File: config.mk
export PLATFORM = sky130hd
export DESIGN_NAME = mfm_sync_aligner
export DESIGN_NICKNAME = d
export VERILOG_FILES = /design/src/rtl/mfm_align_pkg.sv /design/src/rtl/mfm_sync_matcher.sv /design/src/rtl/mfm_word_packer.sv /design/src/rtl/mfm_align_fsm.sv /design/src/rtl/mfm_sync_aligner.sv
export SDC_FILE = /design/constraint.sdc
export NUM_CORES = 1
export LEC_CHECK = 0
export BUFFER_PORTS_ARGS = -buffer_cell sky130_fd_sc_hd__buf_2
export CORE_MARGIN = 8
export CORE_UTILIZATION = 30
export DETAILED_ROUTE_END_ITERATION = 16
export PLACE_DENSITY = 0.48
export SKIP_CTS_REPAIR_TIMING = 1
export SYNTH_ARGS = -nofsm -noshare
export SYNTH_HDL_FRONTEND = slang
export SYNTH_SLANG_ARGS = --single-unit
File: constraint.sdc
create_clock -name clk -period 3.05 [get_ports clk]
set_clock_uncertainty 0.1 [all_clocks]
set_input_delay 0.61 -clock clk [delete_from_list [all_inputs] [get_ports clk]]
set_output_delay 0.61 -clock clk [all_outputs]
set_load 0.02 [all_outputs]
File: src/rtl/mfm_align_pkg.sv
`timescale 1ns/1ps
package mfm_align_pkg;

    // Width of the sync mark and the mark itself
    localparam int SYNC_W = 64;
    localparam logic [SYNC_W-1:0] SYNC_MARK = 64'hAAAA_AAAA_4489_4489;

    // Offsets are reported modulo 8
    localparam int OFFSETS = 8;
    localparam int POS_W   = $clog2(OFFSETS);

    typedef enum logic [1:0] {
        ST_HUNT   = 2'd0,
        ST_EMIT   = 2'd1,
        ST_EXPECT = 2'd2
    } align_state_e;

endpackage

File: src/rtl/mfm_sync_matcher.sv
`timescale 1ns/1ps
module mfm_sync_matcher #(
    parameter int                SYNC_W  = 64,
    parameter logic [SYNC_W-1:0] PATTERN = 64'hAAAA_AAAA_4489_4489,
    parameter int                POS_W   = 3
) (
    input  logic             clk,
    input  logic             rst_n,
    input  logic             clear,
    input  logic             bit_in,
    input  logic             bit_valid,
    output logic             hit,
    output logic [POS_W-1:0] hit_shift
);

    logic [SYNC_W-1:0] history;
    logic [POS_W-1:0]  pos;
    logic [SYNC_W-1:0] history_next;

    assign history_next = {history[SYNC_W-2:0], bit_in};

    // Mark complete on this bit; position of its first bit modulo 2^POS_W
    assign hit       = bit_valid && !clear && (history_next == PATTERN);
    assign hit_shift = pos - POS_W'(SYNC_W - 1);

    always_ff @(posedge clk) begin
        if (!rst_n) begin
            history <= '0;
            pos     <= '0;
        end else if (clear) begin
            history <= '0;
            pos     <= '0;
        end else if (bit_valid) begin
            history <= history_next;
            pos     <= pos + POS_W'(1);
        end
    end

    // idle cycles leave the bit position untouched
    a_r4_pos_idle: assert property (@(posedge clk) disable iff (!rst_n)
        (!bit_valid && !clear) |=> $stable(pos));

    // a cleared track restarts at position zero
    a_r9_pos_clear: assert property (@(posedge clk) disable iff (!rst_n)
        clear |=> (pos == '0));

endmodule

File: src/rtl/mfm_word_packer.sv
`timescale 1ns/1ps
module mfm_word_packer #(
    parameter int WORD_W = 16
) (
    input  logic              clk,
    input  logic              rst_n,
    input  logic              clear,
    input  logic              shift_en,
    input  logic              bit_in,
    output logic              word_tick,
    output logic [WORD_W-1:0] word_out,
    output logic              word_valid
);

    localparam int CNT_W = $clog2(WORD_W);
    localparam logic [CNT_W-1:0] LAST = CNT_W'(WORD_W - 1);

    logic [CNT_W-1:0]  fill;
    logic [WORD_W-2:0] acc;

    assign word_tick = shift_en && !clear && (fill == LAST);

    always_ff @(posedge clk) begin
        if (!rst_n) begin
            fill       <= '0;
            acc        <= '0;
            word_out   <= '0;
            word_valid <= 1'b0;
        end else begin
            word_valid <= 1'b0;
            if (clear) begin
                fill <= '0;
            end else if (shift_en) begin
                if (fill == LAST) begin
                    word_out   <= {acc, bit_in};
                    word_valid <= 1'b1;
                    fill       <= '0;
                end else begin
                    acc  <= {acc[WORD_W-3:0], bit_in};
                    fill <= fill + CNT_W'(1);
                end
            end
        end
    end

    // a delivered word is a single-cycle strobe
    a_r3_word_single: assert property (@(posedge clk) disable iff (!rst_n)
        word_valid |=> !word_valid);

    // a relock drops the partial word, so the next fill starts empty
    a_r5_clear_restart: assert property (@(posedge clk) disable iff (!rst_n)
        clear |=> (fill == '0) && !word_valid);

endmodule

File: src/rtl/mfm_align_fsm.sv
`timescale 1ns/1ps
module mfm_align_fsm
    import mfm_align_pkg::*;
#(
    parameter int WC_W       = 8,
    parameter int CNT_W      = 8,
    parameter int GUARD_BITS = 256,
    parameter int SH_W       = 3
) (
    input  logic              clk,
    input  logic              rst_n,
    input  logic              track_start,
    input  logic              bit_valid,
    input  logic              hit,
    input  logic [SH_W-1:0]   hit_shift,
    input  logic              word_tick,
    input  logic [WC_W-1:0]   word_count,
    output align_state_e      state,
    output logic              pack_en,
    output logic              pack_clear,
    output logic              sync_found,
    output logic [SH_W-1:0]   sync_shift,
    output logic [CNT_W-1:0]  sector_count
);

    localparam int GW = $clog2(GUARD_BITS + 1);
    localparam logic [GW-1:0]    GUARD_LOAD = GW'(GUARD_BITS);
    localparam logic [CNT_W-1:0] CNT_MAX    = {CNT_W{1'b1}};

    align_state_e     state_next;
    logic [WC_W-1:0]  words_left, words_next;
    logic [GW-1:0]    guard, guard_next;
    logic             accept;

    // In the guard window only the previous offset is honoured
    assign accept     = hit && ((state != ST_EXPECT) || (hit_shift == sync_shift));
    assign pack_en    = (state == ST_EMIT) && bit_valid && !accept;
    assign pack_clear = accept || track_start;

    // Next-state logic
    always_comb begin
        state_next = state;
        words_next = words_left;
        guard_next = guard;
        if (track_start) begin
            state_next = ST_HUNT;
            words_next = '0;
            guard_next = '0;
        end else if (accept) begin
            if (word_count == '0) begin
                state_next = ST_EXPECT;
                guard_next = GUARD_LOAD;
            end else begin
                state_next = ST_EMIT;
                words_next = word_count;
            end
        end else begin
            unique case (state)
                ST_HUNT: begin
                    state_next = ST_HUNT;
                end
                ST_EMIT: begin
                    if (word_tick) begin
                        if (words_left == WC_W'(1)) begin
                            state_next = ST_EXPECT;
                            guard_next = GUARD_LOAD;
                            words_next = '0;
                        end else begin
                            words_next = words_left - WC_W'(1);
                        end
                    end
                end
                ST_EXPECT: begin
                    if (bit_valid) begin
                        if (guard <= GW'(1)) begin
                            state_next = ST_HUNT;
                            guard_next = '0;
                        end else begin
                            guard_next = guard - GW'(1);
                        end
                    end
                end
                default: begin
                    state_next = ST_HUNT;
                end
            endcase
        end
    end

    // State register
    always_ff @(posedge clk) begin
        if (!rst_n) begin
            state      <= ST_HUNT;
            words_left <= '0;
            guard      <= '0;
        end else begin
            state      <= state_next;
            words_left <= words_next;
            guard      <= guard_next;
        end
    end

    // Outputs
    always_ff @(posedge clk) begin
        if (!rst_n) begin
            sync_found   <= 1'b0;
            sync_shift   <= '0;
            sector_count <= '0;
        end else begin
            sync_found <= accept;
            if (track_start) begin
                sync_shift   <= '0;
                sector_count <= '0;
            end else if (accept) begin
                sync_shift <= hit_shift;
                if (sector_count != CNT_MAX) begin
                    sector_count <= sector_count + CNT_W'(1);
                end
            end
        end
    end

    // a mark at a foreign offset inside the guard window is dropped
    a_r6_foreign_offset: assert property (@(posedge clk) disable iff (!rst_n)
        (state == ST_EXPECT && hit && hit_shift != sync_shift) |=> !sync_found);

    // the count never falls except on a track start
    a_r8_count_monotonic: assert property (@(posedge clk) disable iff (!rst_n)
        !track_start |=> (sector_count >= $past(sector_count)));

    // track start clears the count and returns to hunting
    a_r9_track_clear: assert property (@(posedge clk) disable iff (!rst_n)
        track_start |=> (sector_count == '0) && (state == ST_HUNT));

    // the reported offset only moves with a sync pulse
    a_r2_shift_held: assert property (@(posedge clk) disable iff (!rst_n)
        (!sync_found && !$past(track_start)) |-> $stable(sync_shift));

endmodule

File: src/rtl/mfm_sync_aligner.sv
`timescale 1ns/1ps
module mfm_sync_aligner
    import mfm_align_pkg::*;
#(
    parameter int WORD_W     = 16,
    parameter int WC_W       = 8,
    parameter int CNT_W      = 8,
    parameter int GUARD_BITS = 256
) (
    input  logic              clk,
    input  logic              rst_n,
    input  logic              track_start,
    input  logic              bit_in,
    input  logic              bit_valid,
    input  logic [WC_W-1:0]   word_count,
    output logic              sync_found,
    output logic [POS_W-1:0]  sync_shift,
    output logic [CNT_W-1:0]  sector_count,
    output logic [WORD_W-1:0] word_out,
    output logic              word_valid
);

    logic             hit;
    logic [POS_W-1:0] hit_shift;
    logic             pack_en;
    logic             pack_clear;
    logic             word_tick;
    align_state_e     state;

    mfm_sync_matcher #(
        .SYNC_W  (SYNC_W),
        .PATTERN (SYNC_MARK),
        .POS_W   (POS_W)
    ) u_matcher (
        .clk       (clk),
        .rst_n     (rst_n),
        .clear     (track_start),
        .bit_in    (bit_in),
        .bit_valid (bit_valid),
        .hit       (hit),
        .hit_shift (hit_shift)
    );

    mfm_align_fsm #(
        .WC_W       (WC_W),
        .CNT_W      (CNT_W),
        .GUARD_BITS (GUARD_BITS),
        .SH_W       (POS_W)
    ) u_fsm (
        .clk          (clk),
        .rst_n        (rst_n),
        .track_start  (track_start),
        .bit_valid    (bit_valid),
        .hit          (hit),
        .hit_shift    (hit_shift),
        .word_tick    (word_tick),
        .word_count   (word_count),
        .state        (state),
        .pack_en      (pack_en),
        .pack_clear   (pack_clear),
        .sync_found   (sync_found),
        .sync_shift   (sync_shift),
        .sector_count (sector_count)
    );

    mfm_word_packer #(
        .WORD_W (WORD_W)
    ) u_packer (
        .clk        (clk),
        .rst_n      (rst_n),
        .clear      (pack_clear),
        .shift_en   (pack_en),
        .bit_in     (bit_in),
        .word_tick  (word_tick),
        .word_out   (word_out),
        .word_valid (word_valid)
    );

    // words only come out of a sector being delivered
    a_r3_word_in_emit: assert property (@(posedge clk) disable iff (!rst_n)
        word_valid |-> ($past(state) == ST_EMIT));

    // a sync pulse never coincides with a word strobe
    a_r1_sync_not_word: assert property (@(posedge clk) disable iff (!rst_n)
        sync_found |-> !word_valid);

endmodule

==> impl_metrics.env <==
export IMPL_status="complete, no violations"
export IMPL_place_ws_ps=178
export IMPL_reg2regPathDepth=7
export IMPL_track_usage=0.116
export IMPL_worstSetupStartpointType="flip-flop"
export IMPL_cts_tree="built"
export IMPL_die_h_um=157
export IMPL_report_final_slew_viol_count=0
export IMPL_syn_area_um2=5950
export IMPL_hold_path_class="in -> reg"
export IMPL_whs_path_depth=3
export IMPL_dieArea_um2=24600
export IMPL_cp_data_required_time_ps=3270
export IMPL_drive_gt1_frac=0.150
export IMPL_yosysMostFrequentCell="dfxtp_1"
export IMPL_yosysTopAreaCell="dfxtp_1"
export IMPL_synth_top_cells_by_count="133 x dfxtp_1, 98 x mux2i_1, 85 x nor2_1"
export IMPL_cp_end_kind="flip-flop"
export IMPL_n_fill_cell=1968
export IMPL_total_power_mw=3.92
export IMPL_fin_hold_ws_ps=377
export IMPL_synth_edf_count=0
export IMPL_layout_min_cycle_time_ps=2630
export IMPL_yosysSeqAreaShare=0.447
export IMPL_die_w_um=157
export IMPL_vias=4517
export IMPL_maxCapViolCount=0
export IMPL_grt_overflow_total=0
export IMPL_fin_nets=674
export IMPL_p_per_area_nw_per_um2=555
export IMPL_grt_pass1_wl_um=22800
export IMPL_cts_root_buffer="clkbuf_16"
export IMPL_crit_chain="nor4b_2 -> nand4_1 -> or4_1 -> o21ai_2 -> buf_4 -> mux2i_1 -> nor2b_1"
export IMPL_drc=0
export IMPL_period_share=0.861
export IMPL_synth_top_cell_area_share=0.447
export IMPL_viasPerCell=4.86
export IMPL_antenna_found_initial=0
export IMPL_crit_family="simple AND/OR/NAND/NOR gates"
export IMPL_cp_num_buf_inv=1
export IMPL_hold_viol=0
export IMPL_synth_cell_types=58
export IMPL_htree_levels=4
export IMPL_synthCells=611
export IMPL_fp_coreArea_um2=19500
export IMPL_min_to="u_fsm.words_left[2]"
export IMPL_first_iter_violations=250
export IMPL_routedWlPerCell_um=14.6
export IMPL_ys_async_sr_fraction=0
export IMPL_p_leak_nw=2.58
export IMPL_ys_warnings_count=0
export IMPL_worstPathArrival_ps=2840
export IMPL_start_util=0.306
export IMPL_r2r_start="u_matcher.history[10]"
export IMPL_syn2layout_area_growth_pct=18.6
export IMPL_io_pins=42
export IMPL_ir_worst_vdd_v=0.000363
export IMPL_setup_viol=0
export IMPL_ys_top_cells_by_area="dfxtp_1 45%, mux2i_1 16%, nor2_1 5.4%, nor2b_1 3.5%, nor4bb_1 2.4%"
export IMPL_synth_fp_nets=633
export IMPL_synth_area_per_cell_um2=9.74
export IMPL_critical_path_max_stage_delay_ps=650
export IMPL_ff2ff_setup_slack_ps=420
export IMPL_worstMarginPinSlew_ps=941
export IMPL_clock_sinks=133
export IMPL_finalSetupTns_ps=0
export IMPL_worst_setup_path_type="reg -> reg"
export IMPL_clock_path_buffers=2
export IMPL_maxSlewHeadroom=0.373
export IMPL_cts_buffers=17
export IMPL_synth_seq_cells=133
export IMPL_layout_setup_ws_ps=424
export IMPL_gp_congestion=0.775
export IMPL_port_buffers=41
export IMPL_place_hpwl_um=9240
export IMPL_critPathMaxFanout=7
export IMPL_ant_nets=0
export IMPL_path_clk_slew_ps=60
export IMPL_grt_start_max_net_pins=87
export IMPL_fmax_ghz=0.381
export IMPL_r2r_end="u_packer.word_out[15]"
export IMPL_grt_pass1_vias=4426
export IMPL_grt_setup_unrepaired="false"
export IMPL_drt_total_wl_um=13600
export IMPL_dr_pass1_iters=4
export IMPL_clk_latency_ps=420
export IMPL_fp_row_count=51
export IMPL_hold_start="word_count[2]"
export IMPL_ys_flop_type="dfxtp_1"
export IMPL_diodes=0
export IMPL_cp_slowest_cell="or4_1"
## through the flow
step,util,cell area [um^2],std cells
3_3_place_gp,0.332,6460,898
2_1_floorplan,-,5950,611
5_1_grt,0.363,7060,930
6_report,0.363,7060,930
3_5_place_dp,0.332,6460,898
4_1_cts,0.363,7060,930
## kinds of logic after synthesis
group | share of synthesized area
DFF | 0.447
AOI/OAI and AO/OA | 0.0839
adders and majority gates | 0.0189
and+or+nand+nor | 0.234
muxes | 0.167
xor gates and xnor gates | 0.0141
buffers and inverters | 0.0349
## worst register-to-register path, cell delays in order, from the launching register on
cell     delay [ps]
dfxtp_1         340
nor4b_2         350
nand4_1         260
or4_1           660
o21ai_2         370
buf_4           210
mux2i_1         190
nor2b_1          60
## cell usage in the layout, fill, tap and decap left out, types with 11 or more instances in the layout
cell type,count
mux2i_1,98
buf_2,40
a21oi_1,20
nor4bb_1,14
o211ai_1,12
dfxtp_1,133
nand2_1,20
nor2b_1,33
inv_1,17
clkbuf_16,17
nor2_1,85
nand4_1,11
nand3_1,17
## registers in the layout (all words and copies together), names as in the netlist, 2 cells and up
| signal | cells |
|---|---|
| u_fsm.guard | 9 |
| u_packer.fill | 4 |
| u_fsm.words_left | 8 |
| u_packer.acc | 15 |
| u_matcher.pos | 3 |
| u_fsm.sync_shift | 3 |
| u_fsm.state | 2 |
| u_matcher.history | 63 |
| u_packer.word_out | 16 |
| u_fsm.sector_count | 8 |
## per-layer routing
layer	share of wire	wire (um)	GRT usage	up-vias
met3	0.034	460	0.0334	17
met2	0.45	6180	0.179	67
met5	0	0	0	-
met1	0.49	6720	0.147	2136
li1	-	-	-	2297
met4	0.019	261	0.0540	0
## final cells by class
class | count | area (um^2) | share of cell area
clock inverter | 15 | 174 | 0.0246
timing repair buffer | 52 | 315 | 0.0447
sequential | 133 | 2660 | 0.377
inverter | 17 | 63.8 | 0.00904
tap | 265 | 332 | 0.0470
multi-input combinational | 431 | 3090 | 0.437
clock buffer | 17 | 425 | 0.0603
## where the power goes
| group | total (mW) | internal (mW) | switching [mW] |
|---|---|---|---|
| logic | 0.0988 | 0.0377 | 0.0610 |
| clock network | 2.08 | 1.18 | 0.906 |
| registers | 1.74 | 1.74 | 0.00178 |
| total | 3.92 | 2.95 | 0.968 |
## worst max path at each step
stage	startpoint	endpoint	slack, ps	cells after the start
floorplan	track_start	u_fsm.sector_count[4]	680	7
global placement	bit_valid	u_packer.word_out[14]	240	8
detailed placement	track_start	u_fsm.guard[7]	180	7
CTS	u_matcher.history[10]	u_packer.word_out[15]	420	7
global route	u_matcher.history[58]	u_fsm.words_left[2]	150	6
finish	u_matcher.history[10]	u_packer.word_out[15]	420	7
Power figures use the tool's default switching activity.
